### config.mk
export PLATFORM = sky130hd
export DESIGN_NAME = ring_bus_dual
export DESIGN_NICKNAME = d
export VERILOG_FILES = /design/src/rtl/rb_pkg.sv /design/src/rtl/rb_route.sv /design/src/rtl/rb_stage.sv /design/src/rtl/rb_ring.sv /design/src/rtl/ring_bus_dual.sv
export SDC_FILE = /design/constraint.sdc
export NUM_CORES = 2
export LEC_CHECK = 0
export CORE_AREA = 3 3 640 642
export CTS_CLUSTER_SIZE = 25
export DETAILED_ROUTE_END_ITERATION = 12
export DIE_AREA = 0 0 643 645
export GPL_ROUTABILITY_DRIVEN = 0
export SKIP_CTS_REPAIR_TIMING = 1
export SLEW_MARGIN = 20
export SYNTH_ARGS = -nofsm -noshare
export SYNTH_HDL_FRONTEND = slang
export SYNTH_HIERARCHICAL = 1
export SYNTH_SLANG_ARGS = --single-unit
export TNS_END_PERCENT = 10
### constraint.sdc
create_clock -name clk -period 3.65 [get_ports clk]
set_clock_uncertainty 0.15 [all_clocks]
set_input_delay 0.5475 -clock clk [delete_from_list [all_inputs] [get_ports clk]]
set_output_delay 0.5475 -clock clk [all_outputs]
set_load 0.005 [all_outputs]
### src/rtl/rb_pkg.sv
package rb_pkg;

   typedef enum logic {
      DIR_CW  = 1'b0,
      DIR_CCW = 1'b1
   } ring_dir_e;

   // hops needed from one node to another travelling in the given direction
   function automatic int unsigned hop_count(input int unsigned from_n,
                                             input int unsigned to_n,
                                             input int unsigned n,
                                             input ring_dir_e   dir);
      if (dir == DIR_CW) return (to_n + n - from_n) % n;
      else               return (from_n + n - to_n) % n;
   endfunction

endpackage

### src/rtl/rb_route.sv
module rb_route #(
   parameter int NODES   = 8,
   parameter int ID_W    = 3,
   parameter int NODE_ID = 0
) (
   input  logic [ID_W-1:0]     dst,
   output rb_pkg::ring_dir_e   dir,
   output logic                bad
);
   import rb_pkg::*;

   int unsigned up_h;
   int unsigned dn_h;

   always_comb begin
      bad  = (32'(dst) >= NODES) || (32'(dst) == NODE_ID);
      up_h = hop_count(NODE_ID, 32'(dst), NODES, DIR_CW);
      dn_h = hop_count(NODE_ID, 32'(dst), NODES, DIR_CCW);
      // tie goes to the upward ring
      dir  = (dn_h < up_h) ? DIR_CCW : DIR_CW;
   end

endmodule

### src/rtl/rb_stage.sv
module rb_stage #(
   parameter int ID_W    = 3,
   parameter int DATA_W  = 64,
   parameter int NODE_ID = 0
) (
   input  logic              clk,
   input  logic              rst_n,
   input  logic              in_vld,
   input  logic [ID_W-1:0]   in_dst,
   input  logic [ID_W-1:0]   in_src,
   input  logic [DATA_W-1:0] in_dat,
   input  logic              ins_req,
   input  logic [ID_W-1:0]   ins_dst,
   input  logic [DATA_W-1:0] ins_dat,
   output logic              take,
   output logic              ready,
   output logic              ins_fire,
   output logic              out_vld,
   output logic [ID_W-1:0]   out_dst,
   output logic [ID_W-1:0]   out_src,
   output logic [DATA_W-1:0] out_dat
);
   localparam logic [ID_W-1:0] MY_ID = ID_W'(NODE_ID);

   logic pass;

   always_comb begin
      take     = in_vld && (in_dst == MY_ID);
      pass     = in_vld && !take;
      ready    = !pass;
      ins_fire = ins_req && ready;
   end

   always_ff @(posedge clk) begin
      if (!rst_n) begin
         out_vld <= 1'b0;
         out_dst <= '0;
         out_src <= '0;
         out_dat <= '0;
      end else begin
         out_vld <= pass || ins_fire;
         if (pass) begin
            out_dst <= in_dst;
            out_src <= in_src;
            out_dat <= in_dat;
         end else if (ins_fire) begin
            out_dst <= ins_dst;
            out_src <= MY_ID;
            out_dat <= ins_dat;
         end
      end
   end


   pass_fwd_chk: assert property (@(posedge clk) disable iff (!rst_n)
      pass |=> out_vld && out_dst == $past(in_dst) && out_src == $past(in_src)
               && out_dat == $past(in_dat));


   slot_free_chk: assert property (@(posedge clk) disable iff (!rst_n)
      (take && !ins_fire) |=> !out_vld);

endmodule

### src/rtl/rb_ring.sv
module rb_ring #(
   parameter int                NODES  = 8,
   parameter int                ID_W   = 3,
   parameter int                DATA_W = 64,
   parameter rb_pkg::ring_dir_e DIR    = rb_pkg::DIR_CW
) (
   input  logic                     clk,
   input  logic                     rst_n,
   input  logic [NODES-1:0]         ins_req,
   input  logic [NODES*ID_W-1:0]    ins_dst,
   input  logic [NODES*DATA_W-1:0]  ins_dat,
   output logic [NODES-1:0]         ready,
   output logic [NODES-1:0]         rx_vld,
   output logic [NODES*ID_W-1:0]    rx_src,
   output logic [NODES*DATA_W-1:0]  rx_dat
);
   import rb_pkg::*;

   logic [NODES-1:0]  st_vld;
   logic [ID_W-1:0]   st_dst [NODES];
   logic [ID_W-1:0]   st_src [NODES];
   logic [DATA_W-1:0] st_dat [NODES];
   logic [NODES-1:0]  fire;

   for (genvar g = 0; g < NODES; g++) begin : g_node
      // stage whose register feeds this node
      localparam int UP = (DIR == DIR_CW) ? (g + NODES - 1) % NODES : (g + 1) % NODES;

      rb_stage #(.ID_W(ID_W), .DATA_W(DATA_W), .NODE_ID(g)) u_stage (
         .clk      (clk),
         .rst_n    (rst_n),
         .in_vld   (st_vld[UP]),
         .in_dst   (st_dst[UP]),
         .in_src   (st_src[UP]),
         .in_dat   (st_dat[UP]),
         .ins_req  (ins_req[g]),
         .ins_dst  (ins_dst[g*ID_W +: ID_W]),
         .ins_dat  (ins_dat[g*DATA_W +: DATA_W]),
         .take     (rx_vld[g]),
         .ready    (ready[g]),
         .ins_fire (fire[g]),
         .out_vld  (st_vld[g]),
         .out_dst  (st_dst[g]),
         .out_src  (st_src[g]),
         .out_dat  (st_dat[g])
      );

      assign rx_src[g*ID_W +: ID_W]     = st_src[UP];
      assign rx_dat[g*DATA_W +: DATA_W] = st_dat[UP];
   end

   int occ_n, ins_n, rem_n;
   always_comb begin
      occ_n = $countones(st_vld);
      ins_n = $countones(fire);
      rem_n = $countones(rx_vld);
   end


   conserve_chk: assert property (@(posedge clk) disable iff (!rst_n)
      $past(rst_n) |-> occ_n == $past(occ_n) + $past(ins_n) - $past(rem_n));

endmodule

### src/rtl/ring_bus_dual.sv
module ring_bus_dual #(
   parameter int NODES  = 8,
   parameter int DATA_W = 64,
   localparam int ID_W  = ($clog2(NODES) < 1) ? 1 : $clog2(NODES)
) (
   input  logic                     clk,
   input  logic                     rst_n,
   input  logic [NODES-1:0]         inj_valid,
   input  logic [NODES*ID_W-1:0]    inj_dst,
   input  logic [NODES*DATA_W-1:0]  inj_data,
   output logic [NODES-1:0]         inj_ready,
   output logic [NODES-1:0]         rcv_cw_valid,
   output logic [NODES*ID_W-1:0]    rcv_cw_src,
   output logic [NODES*DATA_W-1:0]  rcv_cw_data,
   output logic [NODES-1:0]         rcv_ccw_valid,
   output logic [NODES*ID_W-1:0]    rcv_ccw_src,
   output logic [NODES*DATA_W-1:0]  rcv_ccw_data
);
   import rb_pkg::*;

   localparam int RINGS = 2;

   if (NODES < 2) begin : g_bad_nodes
      $error("ring_bus_dual: NODES must be at least 2");
   end
   if (DATA_W < 1) begin : g_bad_width
      $error("ring_bus_dual: DATA_W must be positive");
   end

   ring_dir_e        dir  [NODES];
   logic [NODES-1:0] bad;
   logic [NODES-1:0] req_r [RINGS];
   logic [NODES-1:0] rdy_r [RINGS];
   logic [NODES-1:0] rxv_r [RINGS];
   logic [NODES*ID_W-1:0]   rxs_r [RINGS];
   logic [NODES*DATA_W-1:0] rxd_r [RINGS];

   for (genvar g = 0; g < NODES; g++) begin : g_port
      rb_route #(.NODES(NODES), .ID_W(ID_W), .NODE_ID(g)) u_route (
         .dst (inj_dst[g*ID_W +: ID_W]),
         .dir (dir[g]),
         .bad (bad[g])
      );

      always_comb begin
         req_r[0][g]  = inj_valid[g] && !bad[g] && (dir[g] == DIR_CW);
         req_r[1][g]  = inj_valid[g] && !bad[g] && (dir[g] == DIR_CCW);
         inj_ready[g] = !bad[g] && ((dir[g] == DIR_CW) ? rdy_r[0][g] : rdy_r[1][g]);
      end


      self_block_chk: assert property (@(posedge clk) disable iff (!rst_n)
         (32'(inj_dst[g*ID_W +: ID_W]) == g) |-> !inj_ready[g]);


      rx_src_chk: assert property (@(posedge clk) disable iff (!rst_n)
         (rcv_cw_valid[g] || rcv_ccw_valid[g]) |->
            (!rcv_cw_valid[g]  || 32'(rcv_cw_src[g*ID_W +: ID_W])  != g) &&
            (!rcv_ccw_valid[g] || 32'(rcv_ccw_src[g*ID_W +: ID_W]) != g));
   end

   for (genvar r = 0; r < RINGS; r++) begin : g_ring
      rb_ring #(
         .NODES  (NODES),
         .ID_W   (ID_W),
         .DATA_W (DATA_W),
         .DIR    ((r == 0) ? DIR_CW : DIR_CCW)
      ) u_ring (
         .clk     (clk),
         .rst_n   (rst_n),
         .ins_req (req_r[r]),
         .ins_dst (inj_dst),
         .ins_dat (inj_data),
         .ready   (rdy_r[r]),
         .rx_vld  (rxv_r[r]),
         .rx_src  (rxs_r[r]),
         .rx_dat  (rxd_r[r])
      );
   end

   assign rcv_cw_valid  = rxv_r[0];
   assign rcv_cw_src    = rxs_r[0];
   assign rcv_cw_data   = rxd_r[0];
   assign rcv_ccw_valid = rxv_r[1];
   assign rcv_ccw_src   = rxs_r[1];
   assign rcv_ccw_data  = rxd_r[1];

endmodule

# Yosys cells after proc, flatten, opt, wreduce, memory -nomap -nowiden
# Cells that the tools add are included.
[op_classes] add_sub_neg=23 order_cmp=8 eq_ne=21 n_mux=112 bitwise=8 reduce_logical=155
[ops] operator="$mux W64" count=32
[ops] operator="$mux W3" count=64
[ops] operator="$logic_and A1 B1 Y1" count=80
[ops] operator="$logic_not A1 Y1" count=40
[ops] operator="$eq A3 B3 Y1 const B" count=12
[ops] operator="$reduce_bool A2 Y1" count=16
[ops] operator="$add A3 B1 Y3 const B" count=8
[ops] operator="$lt A3 B3 Y1" count=8
[ops] operator="$eq A3 B2 Y1 const B" count=6
[ops] operator="$logic_or A1 B1 Y1" count=16
[ops] operator="$mux W1" count=16
[ops] operator="$sub A3 B3 Y3 const A" count=4
[ops] operator="$sub A3 B3 Y3 const B" count=4
[ops] operator="$eq A3 B1 Y1 const B" count=3
[ops] operator="$logic_not A3 Y1" count=3
[ops] operator="$not A1 Y1" count=8
[ops] operator="$sub A1 B3 Y3 const A" count=2
[ops] operator="$sub A2 B3 Y3 const A" count=2
[ops] operator="$sub A3 B2 Y3 const B" count=2
[ops] operator="$sub A3 B1 Y3 const B" count=1
[totals] regBits=1136 input_bits=546 out_inout_bits=1096 wordCells=391

# Longest topological paths before layout
[logic_depth] depth_word=9 ltp_mapped=12 mapped_depth_nobuf=10

# Modules after synthesis
# The synthesis kept the hierarchy.
[by_module_without_submodules] module="rb_stage (g_ring[0].u_ring.g_node[3].u_stage ...)" instances=6 cells_each=399 area_per_inst_um2=3505.9
[by_module_without_submodules] module="rb_stage (g_ring[0].u_ring.g_node[1].u_stage ...)" instances=4 cells_each=406 area_per_inst_um2=3500.9
[by_module_without_submodules] module="rb_stage (g_ring[0].u_ring.g_node[4].u_stage ...)" instances=2 cells_each=402 area_per_inst_um2=3519.6
[by_module_without_submodules] module="rb_stage (g_ring[0].u_ring.g_node[7].u_stage ...)" instances=2 cells_each=326 area_per_inst_um2=3444.6
[by_module_without_submodules] module="rb_stage (g_ring[0].u_ring.g_node[0].u_stage ...)" instances=2 cells_each=321 area_per_inst_um2=3124.2
[by_module_without_submodules] module="ring_bus_dual" instances=1 cells_each=32 area_per_inst_um2=250.2
[by_module_without_submodules] module="rb_route (g_port[2].u_route ...)" instances=2 cells_each=11 area_per_inst_um2=98.8
[by_module_without_submodules] module="rb_route (g_port[1].u_route)" instances=1 cells_each=12 area_per_inst_um2=97.6
[by_module_without_submodules] module="rb_route (g_port[5].u_route)" instances=1 cells_each=11 area_per_inst_um2=93.8
[by_module_without_submodules] module="rb_route (g_port[0].u_route)" instances=1 cells_each=11 area_per_inst_um2=85.1
[by_module_without_submodules] module="rb_route (g_port[4].u_route)" instances=1 cells_each=9 area_per_inst_um2=81.3
[by_module_without_submodules] module="rb_route (g_port[3].u_route)" instances=1 cells_each=8 area_per_inst_um2=63.8
[by_module_without_submodules] module="rb_route (g_port[7].u_route)" instances=1 cells_each=2 area_per_inst_um2=17.5

# Least setup slack after synthesis
# Ideal clock, no wire load.
[synth_timing] kind="input -> register" from="in inj_dst[12]" to="reg g_ring[1].u_ring.g_node[4].u_stage.out_dat[47]" setup_time_ps=118 t_arrival_ps=2575 required_ps=3382 setup_slack_ps=808 path_stages=11 n_path_buf=2 cell_sequence="inv_1 -> ha_1 -> ha_1 -> nor3b_1 -> a221oi_2 -> and3b_2 -> clkbuf_1 -> buf_2 -> mux2_2 -> nand2_1 -> o21ai_1"
[synth_lines] item="start, declared" line_no="ring_bus_dual.sv:9" source="input logic [NODES*ID_W-1:0] inj_dst,"
[synth_lines] item="end signal, assigned" line_no="rb_stage.sv:45" source="out_dat <= in_dat;"
[synth_lines] item="end signal, assigned" line_no="rb_stage.sv:49" source="out_dat <= ins_dat;"
[synth_lines] item="end, declared" line_no="rb_stage.sv:21" source="output logic [DATA_W-1:0] out_dat"

==> out/metrics.yaml <==
initial_core_util: 0.138
cts_buffers: 154
synthCells: 6207
maxCapViolations: 0
crit_required_ps: 2950
drive_gt1_frac: 0.177
hold_path_class: "input pin to flip-flop"
netlist_area_um2: 56000
slew_violations: 0
worstPathMaxFanout: 4
synthToLayoutAreaGrowth_pct: 50.4
clkLatencyLatePin_ps: 900
gr-usage-all-layers: 0.243
p_leak_uw: 0.0302
clkSlewWorstSetupHoldPaths_ps: 70
multiInputGateArea_um2: 29700
wl_per_cell_um: 40.5
die_w_um: 643
regArea_um2: 22800
grt_max_degree: 142
critPathMaxStageDelay_ps: 550
routed_via_density: 4.75
fillerInstances: 44540
p_per_area_nw_per_um2: 521
core_area_um2: 405000
grt-ovfl-total: 0
syn_area_per_cell_um2: 9.02
cts_tree: "built"
outcome: "finished, final reports clean"
finalPower_uw: 43800
syn_nets: 6777
drc: 0
end_kind: "output port"
grt_pass1_wl_mm: 660
rsz0062_at_grt: "yes"
finalCriticalPeriod_ps: 3630
antenna_found_initial: 156
dr.pass1.iters: 6
slowest_stage: "clkdlybuf4s50_1"
tightest_slew_ps: 1060
first_global_vias: 56380
cts.sinks: 1136
crit_arrival_ps: 2930
finalCritPeriodShare: 0.994
drtIter0Drc: 8436
root_buffer: "clkbuf_16"
fin_tns_setup_ps: 0
postRouteAntennaNets: 0
portBuffers: 1641
slew_headroom: 0.292
fp.dieH_um: 645
ctsLongestPathBuffers: 4
cts_max_level: 4
crit_chain: "or3b_4 > and2_4 > clkinvlp_4 > mux2i_1 > nor2_1 > clkdlybuf4s50_1"
num_io_pins: 1642
synth_warnings: 6
start_kind: "flip-flop"
setup_violations: 0
core.rowCount: 234
die_area_um2: 415000
final_nets: 8135
wirelength_mm: 535
criticalPathCategory: "flip-flop to output port"
place.detailed.hpwl_mm: 431
ir_drop_mv: 0.315
timing.fmax_mhz: 276
num_vias: 62697
finalHoldViolCount: 0
==> worst paths after layout <==
| check | from | to | slack [ps] | cells after the start |
|---|---|---|---|---|
| worst max-delay path | g_ring[0].u_ring/g_node[1].u_stage/out_dst[2]$_SDFFE_PN0P_ | inj_ready[2] | 20 | 6 |
| worst min register to register | g_ring[1].u_ring/g_node[3].u_stage/out_dat[8]$_SDFFE_PN0P_ | g_ring[1].u_ring/g_node[2].u_stage/out_dat[8]$_SDFFE_PN0P_ | 320 | 2 |
| worst min-delay path | rst_n | g_ring[0].u_ring/g_node[5].u_stage/out_dat[14]$_SDFFE_PN0P_ | 40 | 3 |
| worst max register to register | g_ring[1].u_ring/g_node[5].u_stage/out_dst[0]$_SDFFE_PN0P_ | g_ring[1].u_ring/g_node[4].u_stage/out_dat[42]$_SDFFE_PN0P_ | 800 | 5 |
==> routing by layer <==
layer	vias to the layer above	GRT usage	wire length (um)	part of all wire
li1	25621	-	-	-
met1	31106	0.275	193000	0.36
met2	4801	0.373	232000	0.43
met3	1105	0.110	70500	0.13
met4	64	0.148	39800	0.074
met5	-	0	455	0.00085
==> state kept, by name, indices dropped and copies added (netlist names) <==
signal / flops
g_ring.u_ring/g_node.u_stage/out_dat: 1024
g_ring.u_ring/g_node.u_stage/out_dst: 48
g_ring.u_ring/g_node.u_stage/out_src: 48
g_ring.u_ring/g_node.u_stage/out_vld: 16
==> where the power goes <==
group	total [uW]	internal [uW]	switching [uW]
sequential	15700	13600	2070
combinational	12000	5020	6970
clock	16200	9320	6840
==> cells in the final DEF, fill, tap and decap left out, drive strengths merged, types with 9 or more instances in the layout <==
cell	instances
o21a	12
inv	50
a21oi	40
and2	22
nand2	811
clkdlybuf4s50	1631
o21ai	1006
o211a	150
nand3	24
ha	24
nor2	145
nor3b	9
clkbuf	221
clkinvlp	11
nand4	812
mux2i	288
buf	263
nand3b	24
diode	91
dfxtp	1136
a211oi	112
bufinv	11
clkinv	23
mux2	778
nand2b	9
==> worst max-delay path, delay by kind of cell (launching register included) <==
| family | cells | cell delay, ps |
|---|---|---|
| buffers and inverters | 2 | 700 |
| flip-flops | 1 | 410 |
| multiplexers | 1 | 110 |
| AND/OR/NAND/NOR | 3 | 820 |
==> layout make-up <==
type	instances	area share
diodes	91	0.00270
clock buffers	221	0.0527
clock inverters	51	0.00884
inverters	44	0.00233
multi-input cells	4334	0.353
flip-flops and latches	1136	0.271
well taps	5428	0.0806
repair buffers	1895	0.229
==> metrics by stage <==
step	hold WS [ps]	worst slack, ps	std cells	utilization	instance area [um2]
2_1_floorplan	309	808	6207	-	56000
3_3_place_gp	322	65.2	12827	0.194	78700
3_5_place_dp	322	40.3	12827	0.194	78700
4_1_cts	-8.20	-392	13099	0.207	83900
5_1_grt	21.6	-64.0	13171	0.208	84100
6_report	41.6	21.3	13200	0.208	84200
(Power assumes the default switching activity.)
